[config.mk]
export PLATFORM = sky130hd
export DESIGN_NAME = adc_seq_top
export DESIGN_NICKNAME = d
export VERILOG_FILES = /design/src/rtl/adc_seq_pkg.sv /design/src/rtl/adc_seq_sync.sv /design/src/rtl/adc_seq_sar.sv /design/src/rtl/adc_seq_top.sv
export SDC_FILE = /design/constraint.sdc
export NUM_CORES = 1
export LEC_CHECK = 0
export ABC_AREA = 1
export BUFFER_PORTS_ARGS = -buffer_cell sky130_fd_sc_hd__buf_2
export CAP_MARGIN = 20
export CORE_MARGIN = 3
export CORE_UTILIZATION = 35
export DETAILED_ROUTE_END_ITERATION = 6
export PLACE_DENSITY = 0.6
export SLEW_MARGIN = 15
export SYNTH_ARGS = -nofsm -noshare
export SYNTH_HDL_FRONTEND = slang
export SYNTH_HIERARCHICAL = 1
export SYNTH_SLANG_ARGS = --single-unit
[constraint.sdc]
create_clock -name clk -period 1.71 [get_ports clk]
set_clock_uncertainty 0.15 [all_clocks]
set_input_delay 0.171 -clock clk [delete_from_list [all_inputs] [get_ports clk]]
set_output_delay 0.171 -clock clk [all_outputs]
set_load 0.01 [all_outputs]
[src/rtl/adc_seq_pkg.sv]
package adc_seq_pkg;
  typedef enum logic [1:0] {
    PH_IDLE,
    PH_EXT,
    PH_INT_RUN,
    PH_INT_OUT
  } phase_e;

  typedef struct packed {
    logic [2:0] chan;
    logic       unipolar;
    logic       single;
    logic       awake;
    logic       ext_clk;
  } ctrl_t;
endpackage

[src/rtl/adc_seq_sync.sv]
module adc_seq_sync #(
  parameter int            N   = 1,
  parameter logic [N-1:0]  RST = '0
) (
  input  logic         clk,
  input  logic         rst,
  input  logic [N-1:0] d,
  output logic [N-1:0] q
);
  for (genvar g = 0; g < N; g++) begin : g_bit
    logic meta, stab;
    always_ff @(posedge clk) begin
      if (rst) begin
        meta <= RST[g];
        stab <= RST[g];
      end else begin
        meta <= d[g];
        stab <= meta;
      end
    end
    assign q[g] = stab;
  end
endmodule

[src/rtl/adc_seq_sar.sv]
module adc_seq_sar #(
  parameter int W = 8
) (
  input  logic         clk,
  input  logic         rst,
  input  logic         start,
  input  logic         stop,
  input  logic         step,
  input  logic         cmp,
  output logic [W-1:0] trial,
  output logic         busy,
  output logic         first,
  output logic         done
);
  localparam logic [W-1:0] TOP = {1'b1, {(W-1){1'b0}}};

  logic [W-1:0] mask;

  always_ff @(posedge clk) begin
    if (rst) begin
      trial <= '0;
      mask  <= '0;
      busy  <= 1'b0;
      done  <= 1'b0;
    end else begin
      done <= 1'b0;
      if (start) begin
        trial <= TOP;
        mask  <= TOP;
        busy  <= 1'b1;
      end else if (stop) begin
        busy <= 1'b0;
      end else if (step && busy) begin
        trial <= (cmp ? trial : (trial & ~mask)) | (mask >> 1);
        mask  <= mask >> 1;
        if (mask[0]) begin
          busy <= 1'b0;
          done <= 1'b1;
        end
      end
    end
  end

  assign first = mask[W-1];

  AST_STEP_IN_CONV: assert property (@(posedge clk) disable iff (rst)
    step |-> busy);
endmodule

[src/rtl/adc_seq_top.sv]
module adc_seq_top #(
  parameter int RES_W   = 8,
  parameter int INT_DIV = 4
) (
  input  logic             clk,
  input  logic             rst,
  input  logic             sclk,
  input  logic             cs_n,
  input  logic             din,
  input  logic             cmp_hi,
  output logic [RES_W-1:0] dac_trial,
  output logic             track,
  output logic             dout,
  output logic             dout_oe,
  output logic             strobe,
  output logic             strobe_oe,
  output logic [2:0]       cfg_chan,
  output logic             cfg_single,
  output logic             cfg_unipolar,
  output logic             cfg_awake,
  output logic             cfg_ext_clk
);
  import adc_seq_pkg::*;

  localparam int FC_W  = $clog2(RES_W + 3);
  localparam int DIV_W = $clog2(INT_DIV + 1);

  // input capture: {din, cs_n, sclk}
  logic [2:0] sy;
  adc_seq_sync #(.N(3), .RST(3'b010)) i_sync (
    .clk(clk), .rst(rst), .d({din, cs_n, sclk}), .q(sy)
  );

  logic sclk_s, cs_s, din_s, sclk_p, cs_p;
  assign sclk_s = sy[0];
  assign cs_s   = sy[1];
  assign din_s  = sy[2];

  always_ff @(posedge clk) begin
    if (rst) begin
      sclk_p <= 1'b0;
      cs_p   <= 1'b1;
    end else begin
      sclk_p <= sclk_s;
      cs_p   <= cs_s;
    end
  end

  logic sck_r, sck_f, cs_fall;
  assign sck_r   = sclk_s & ~sclk_p & ~cs_s;
  assign sck_f   = ~sclk_s & sclk_p & ~cs_s;
  assign cs_fall = ~cs_s & cs_p;

  // conversion state
  phase_e           phase;
  ctrl_t            cfg, pend;
  logic             pend_v, trk_pend, collecting, msb_out, cs_tog;
  logic [2:0]       rcnt;
  logic [5:0]       rsr;
  logic [FC_W-1:0]  fcnt;
  logic [1:0]       ofc;
  logic [RES_W-1:0] osr;
  logic [DIV_W-1:0] divc;

  logic armed, start_acc, abort, conv_go, ext_step, int_tick;
  logic sar_busy, sar_first, sar_done;

  assign armed     = (phase == PH_IDLE) | msb_out | cs_tog;
  assign start_acc = sck_r & ~collecting & din_s & armed;
  assign abort     = start_acc & cs_tog & (phase != PH_IDLE) & ~msb_out;
  assign conv_go   = sck_f & pend_v;
  assign ext_step  = sck_f & ~pend_v & (phase == PH_EXT) & (fcnt >= FC_W'(2));
  assign int_tick  = (phase == PH_INT_RUN) & (divc == DIV_W'(INT_DIV - 1));

  adc_seq_sar #(.W(RES_W)) i_sar (
    .clk(clk), .rst(rst), .start(conv_go), .stop(abort),
    .step(ext_step | int_tick), .cmp(cmp_hi),
    .trial(dac_trial), .busy(sar_busy), .first(sar_first), .done(sar_done)
  );

  // control byte receiver
  always_ff @(posedge clk) begin
    if (rst) begin
      collecting <= 1'b0;
      rcnt       <= '0;
      rsr        <= '0;
      pend       <= '0;
      pend_v     <= 1'b0;
      trk_pend   <= 1'b0;
      track      <= 1'b0;
    end else if (cs_s) begin
      collecting <= 1'b0;
      pend_v     <= 1'b0;
      trk_pend   <= 1'b0;
    end else begin
      if (sck_r) begin
        if (!collecting) begin
          if (din_s && armed) begin
            collecting <= 1'b1;
            rcnt       <= '0;
          end
        end else begin
          rsr  <= {rsr[4:0], din_s};
          rcnt <= rcnt + 3'd1;
          if (rcnt == 3'd4) trk_pend <= 1'b1;
          if (rcnt == 3'd6) begin
            collecting <= 1'b0;
            pend_v     <= 1'b1;
            pend       <= ctrl_t'({rsr, din_s});
          end
        end
      end
      if (sck_f) begin
        if (trk_pend) begin
          track    <= 1'b1;
          trk_pend <= 1'b0;
        end
        if (pend_v) begin
          track  <= 1'b0;
          pend_v <= 1'b0;
        end
      end
    end
  end

  // conversion phases and output shifting
  always_ff @(posedge clk) begin
    if (rst) begin
      phase   <= PH_IDLE;
      cfg     <= ctrl_t'(7'b0000001);
      strobe  <= 1'b0;
      dout    <= 1'b0;
      fcnt    <= '0;
      ofc     <= '0;
      osr     <= '0;
      msb_out <= 1'b0;
      cs_tog  <= 1'b0;
      divc    <= '0;
    end else begin
      if (cs_fall) begin
        if (phase != PH_IDLE) cs_tog <= 1'b1;
        if (cfg.ext_clk) strobe <= 1'b0;
      end
      if (start_acc) cs_tog <= 1'b0;
      if (abort) begin
        phase <= PH_IDLE;
        dout  <= 1'b0;
      end
      if (conv_go) begin
        cfg     <= pend;
        msb_out <= 1'b0;
        fcnt    <= FC_W'(1);
        divc    <= '0;
        dout    <= 1'b0;
        phase   <= pend.ext_clk ? PH_EXT : PH_INT_RUN;
        strobe  <= pend.ext_clk;
      end else if (sck_f) begin
        case (phase)
          PH_EXT: begin
            fcnt <= fcnt + FC_W'(1);
            if (fcnt == FC_W'(2)) strobe <= 1'b0;
            if (ext_step) begin
              dout <= cmp_hi ^ (sar_first & ~cfg.unipolar);
              if (sar_first) msb_out <= 1'b1;
            end
            if (fcnt == FC_W'(RES_W + 1)) phase <= PH_IDLE;
          end
          PH_INT_OUT: begin
            if (ofc != 2'd2) ofc <= ofc + 2'd1;
            if (ofc == 2'd1) begin
              dout    <= osr[RES_W-1];
              osr     <= osr << 1;
              msb_out <= 1'b1;
            end else if (ofc == 2'd2) begin
              dout <= osr[RES_W-1];
              osr  <= osr << 1;
            end else begin
              dout <= 1'b0;
            end
          end
          default: dout <= 1'b0;
        endcase
      end
      if (phase == PH_INT_RUN && !conv_go) begin
        divc <= int_tick ? '0 : divc + DIV_W'(1);
        if (sar_done) begin
          phase  <= PH_INT_OUT;
          strobe <= 1'b1;
          ofc    <= '0;
          osr    <= {dac_trial[RES_W-1] ^ ~cfg.unipolar, dac_trial[RES_W-2:0]};
        end
      end
    end
  end

  assign dout_oe      = ~cs_s;
  assign strobe_oe    = ~cfg.ext_clk | ~cs_s;
  assign cfg_chan     = cfg.chan;
  assign cfg_single   = cfg.single;
  assign cfg_unipolar = cfg.unipolar;
  assign cfg_awake    = cfg.awake;
  assign cfg_ext_clk  = cfg.ext_clk;

  AST_HOLD_AT_START: assert property (@(posedge clk) disable iff (rst)
    $rose(sar_busy) |-> !track);
  AST_EXT_STROBE_IN_CONV: assert property (@(posedge clk) disable iff (rst)
    (cfg.ext_clk && strobe) |-> (phase == PH_EXT));
  AST_INT_STROBE_AT_DONE: assert property (@(posedge clk) disable iff (rst)
    ($rose(strobe) && !cfg.ext_clk) |-> $past(sar_done));
  AST_CS_HIGH_NO_RX: assert property (@(posedge clk) disable iff (rst)
    cs_s |=> !collecting);
endmodule

==> qor.yml <==
status:
  status: "complete, but fails checks"
  violations: "negative setup slack"
worst_setup_path:
  criticalPathCategory: "flop to flop"
  cp_common_cell: "nand2_2"
  rr_endpoint: "i_sar/mask[1]$_SDFFE_PP0P_"
  crit_buf_inv: 3
  start_kind: "flop"
  reg2reg_slack_ps: -50
  timing.rr.start: "fcnt[0]$_SDFFE_PP0P_"
  critPathMaxFanout: 6
  cp-end-kind: "flop"
  reg2regPathDepth: 12
  worst_ep_arrival_time_ps: 1900
  crit_slowest_cell: "dfxtp_2"
  crit_path_cell_trace: "inv_2, ha_4, nor2_4, a21oi_4, nand2_2, nand2_2, nand2_2, nor2_4, buf_12, buf_8, nand2_1, a21oi_1"
  critPathRequiredTime_ps: 1850
  crit_family: "simple AND/OR/NAND/NOR gates"
  critical_path.max_stage_delay_ps: 330
synthesis:
  synthArstFlopShare_pct: 0
  synth.area.top_cells: "dfxtp_1, nand2_1, inv_1, nor2_1, o21ai_0"
  yosys.area_share.xor_xnor_pct: 0.763
  yosysSeqAreaShare_pct: 44.2
  yosysWarningCount: 6
  synth_top_family_by_area: "simple AND/OR/NAND/NOR gates"
  synth-seq-cells: 76
  syn_avg_cell_area_um2: 7.65
  synth.distinct_cells: 38
  yosys_most_used_dff: "dfxtp_1"
  yosys.cell_count.top_type: "nand2_1"
  synthAdderAreaFrac_pct: 3.63
  synth_compound_gate_area_share_pct: 11.3
  yosys-top-cells-count: "nand2_1, dfxtp_1, inv_1"
  netlist_area_um2: 3440
  synthCells: 450
  synth.largest_area_cell: "dfxtp_1"
  synthSimpleGateAreaFrac_pct: 30.1
  synth_fp_nets: 466
  synth_edf_count: 0
  synth_top_area_share_pct: 44.2
  muxShareOfSynthArea_pct: 0
drt:
  antenna_left: 0
  dr.pass1.iters: 4
  post_drt_via_cell_ratio: 4.56
  vias: 2934
  wire_per_inst_um: 11.7
  wirelength_um: 7530
  first_iter_violations: 104
  drc: 0
sta:
  slew_headroom_pct: 75.5
  setup_ws_ps: -52.5
  min_period_ps: 1760
  slew_violations: 0
  final-hold-violation-count: 0
  tns_ps: -514
  setup_violations: 16
  rsz0062_at_grt: "yes"
  fin_crit_sh_pct: 103
  worstMarginPinSlew_ps: 366
  whs_ps: 17.3
  max_freq_mhz: 567
job:
  maxCapViolCount: 0
grt:
  grt_overflow: 0
  grt_pass1_vias: 2881
  track_usage_pct: 14.7
  grt_pass1_wl_um: 13200
  antenna_found_initial: 0
  grt_max_degree: 23
clocking:
  clock-root-buffer: "clkbuf_8"
  cts_max_level: 3
  cts_made_buffers: 9
  cts.sinks: 76
  clk_latency_ps: 350
  cts_buffer_depth: 2
  cts_tree: "built"
  clk_pin_slew_ps: 90
power:
  p_per_area_nw_per_um2: 750
  finalPower_mw: 3.22
  total_leakage_power_nw: 1.95
  peakVddDrop_mv: 0.354
cells_and_area:
  syn_to_final_growth_pct: 24.8
  drive_gt1_share_pct: 28.5
  fillers: 933
  final_nets: 526
  n_antenna_cell: 0
place:
  gp_congestion: 0.832
  port_buffers: 25
  hpwl_um: 5580
die:
  die_h_um: 105
  dieArea_um2: 11100
  core_um2: 9420
  rows: 35
  die_w_um: 105
  initial_utilization_pct: 36.6
  ios: 26
worst_hold_path:
  min_path_type: "input port to flop"
  hold-path-endpoint: "sclk_p$_SDFF_PP0_"
  min_from: "rst"
  min_path_cells: 3
[power by group]
part / switching, mW / internal (mW) / leakage [nW] / total (mW)
registers: 0.00663 / 1.78 / 0.615 / 1.78
logic: 0.0635 / 0.0393 / 1.24 / 0.103
clock network: 0.768 / 0.570 / 0.0997 / 1.34
[cell families after synthesis]
logic type,Yosys count
adders and majority gates,10
buffers and inverters,79
and+or+nand+nor,211
xor gates and xnor gates,3
DFF,76
AOI/OAI and AO/OA,71
[cell usage in the layout (no fill, tap or decap), drive strengths merged]
cell         instances
nand3               35
o22ai                1
ha                  10
xnor2                1
nand3b               2
or2                  1
dlygate4sd3          3
nor2                60
dfxtp               76
o31ai                1
nand4                5
a211oi               2
inv                 68
clkinv               5
clkbuf               9
xor2                 2
nor3                 5
buf                 58
a21oi               32
clkinvlp             1
o21ai               33
nand2              103
a31oi                1
o211ai               1
[per-stage QoR]
step / cell area [um2] / util (%) / setup slack, ps / instances
finish: 4300 / 45.7 / -52.5 / 644
global route: 4300 / 45.7 / -166 / 644
CTS: 4190 / 44.5 / -6.31 / 642
detailed placement: 3910 / 41.5 / -77.8 / 620
global placement: 3910 / 41.5 / -12.8 / 620
floorplan: 3480 / - / -67.2 / 450
[timing repair]
item | in CTS | in global routing
gates cloned | 1 | 1
endpoints found under the hold margin | 3 | 0
pin swaps | 11 | 11
setup buffers | 2 | 1
setup endpoints to repair | 16 | 25
hold buffers | 3 | 0
resized for setup | 14 | 22
[worst min-delay path: stages]
cell,delay [ps]
buf_2,100
buf_4,160
nor2_1,50
[worst max-delay path by stage]
stage / to / start / slack (ps) / cells after the start
final: i_sar/mask[1]$_SDFFE_PP0P_ / fcnt[0]$_SDFFE_PP0P_ / -50 / 12
after global routing: i_sar/mask[1]$_SDFFE_PP0P_ / fcnt[0]$_SDFFE_PP0P_ / -170 / 12
after CTS: i_sar/mask[0]$_SDFFE_PP0P_ / fcnt[0]$_SDFFE_PP0P_ / -6 / 11
after detailed placement: i_sar/trial[4]$_SDFFE_PP0P_ / fcnt[0]$_SDFFE_PP0P_ / -80 / 11
after global placement: i_sar/trial[4]$_SDFFE_PP0P_ / fcnt[0]$_SDFFE_PP0P_ / -10 / 11
after floorplan: i_sar/trial[4]$_SDFFE_PP0P_ / i_sync/g_bit[0].stab$_SDFF_PP0_ / -70 / 12
[area by class of cell]
cell class / count / area, um2 / share of cell area, %
multi-input cells: 295 / 1700 / 39.6
flip-flops and latches: 76 / 1530 / 35.5
repair buffers: 61 / 443 / 10.3
inverters: 66 / 264 / 6.14
well taps: 129 / 161 / 3.75
clock buffers: 9 / 124 / 2.88
clock inverters: 7 / 68.8 / 1.60
repair inverters: 1 / 6.26 / 0.146
[metal layers]
metal / track usage (%) / wire (um) / part of all wire, % / vias to the layer above
met4: 5.90 / 103 / 1.4 / 0
met5: 0 / 0 / 0 / -
met1: 19.1 / 3690 / 49 / 1337
li1: - / - / - / 1547
met2: 23.3 / 3430 / 46 / 40
met3: 3.58 / 304 / 4.0 / 10
[flip-flops by register name, indices dropped and copies added (netlist names), 2 cells and up]
signal             cells
ofc                    2
i_sar/trial            8
rcnt                   3
i_sar/mask             8
pend                   7
fcnt                   4
i_sync/g_bit.stab      3
phase                  2
rsr                    6
cfg_chan               3
osr                    8
i_sync/g_bit.meta      3
divc                   3
Power figures use the tool's default switching activity.
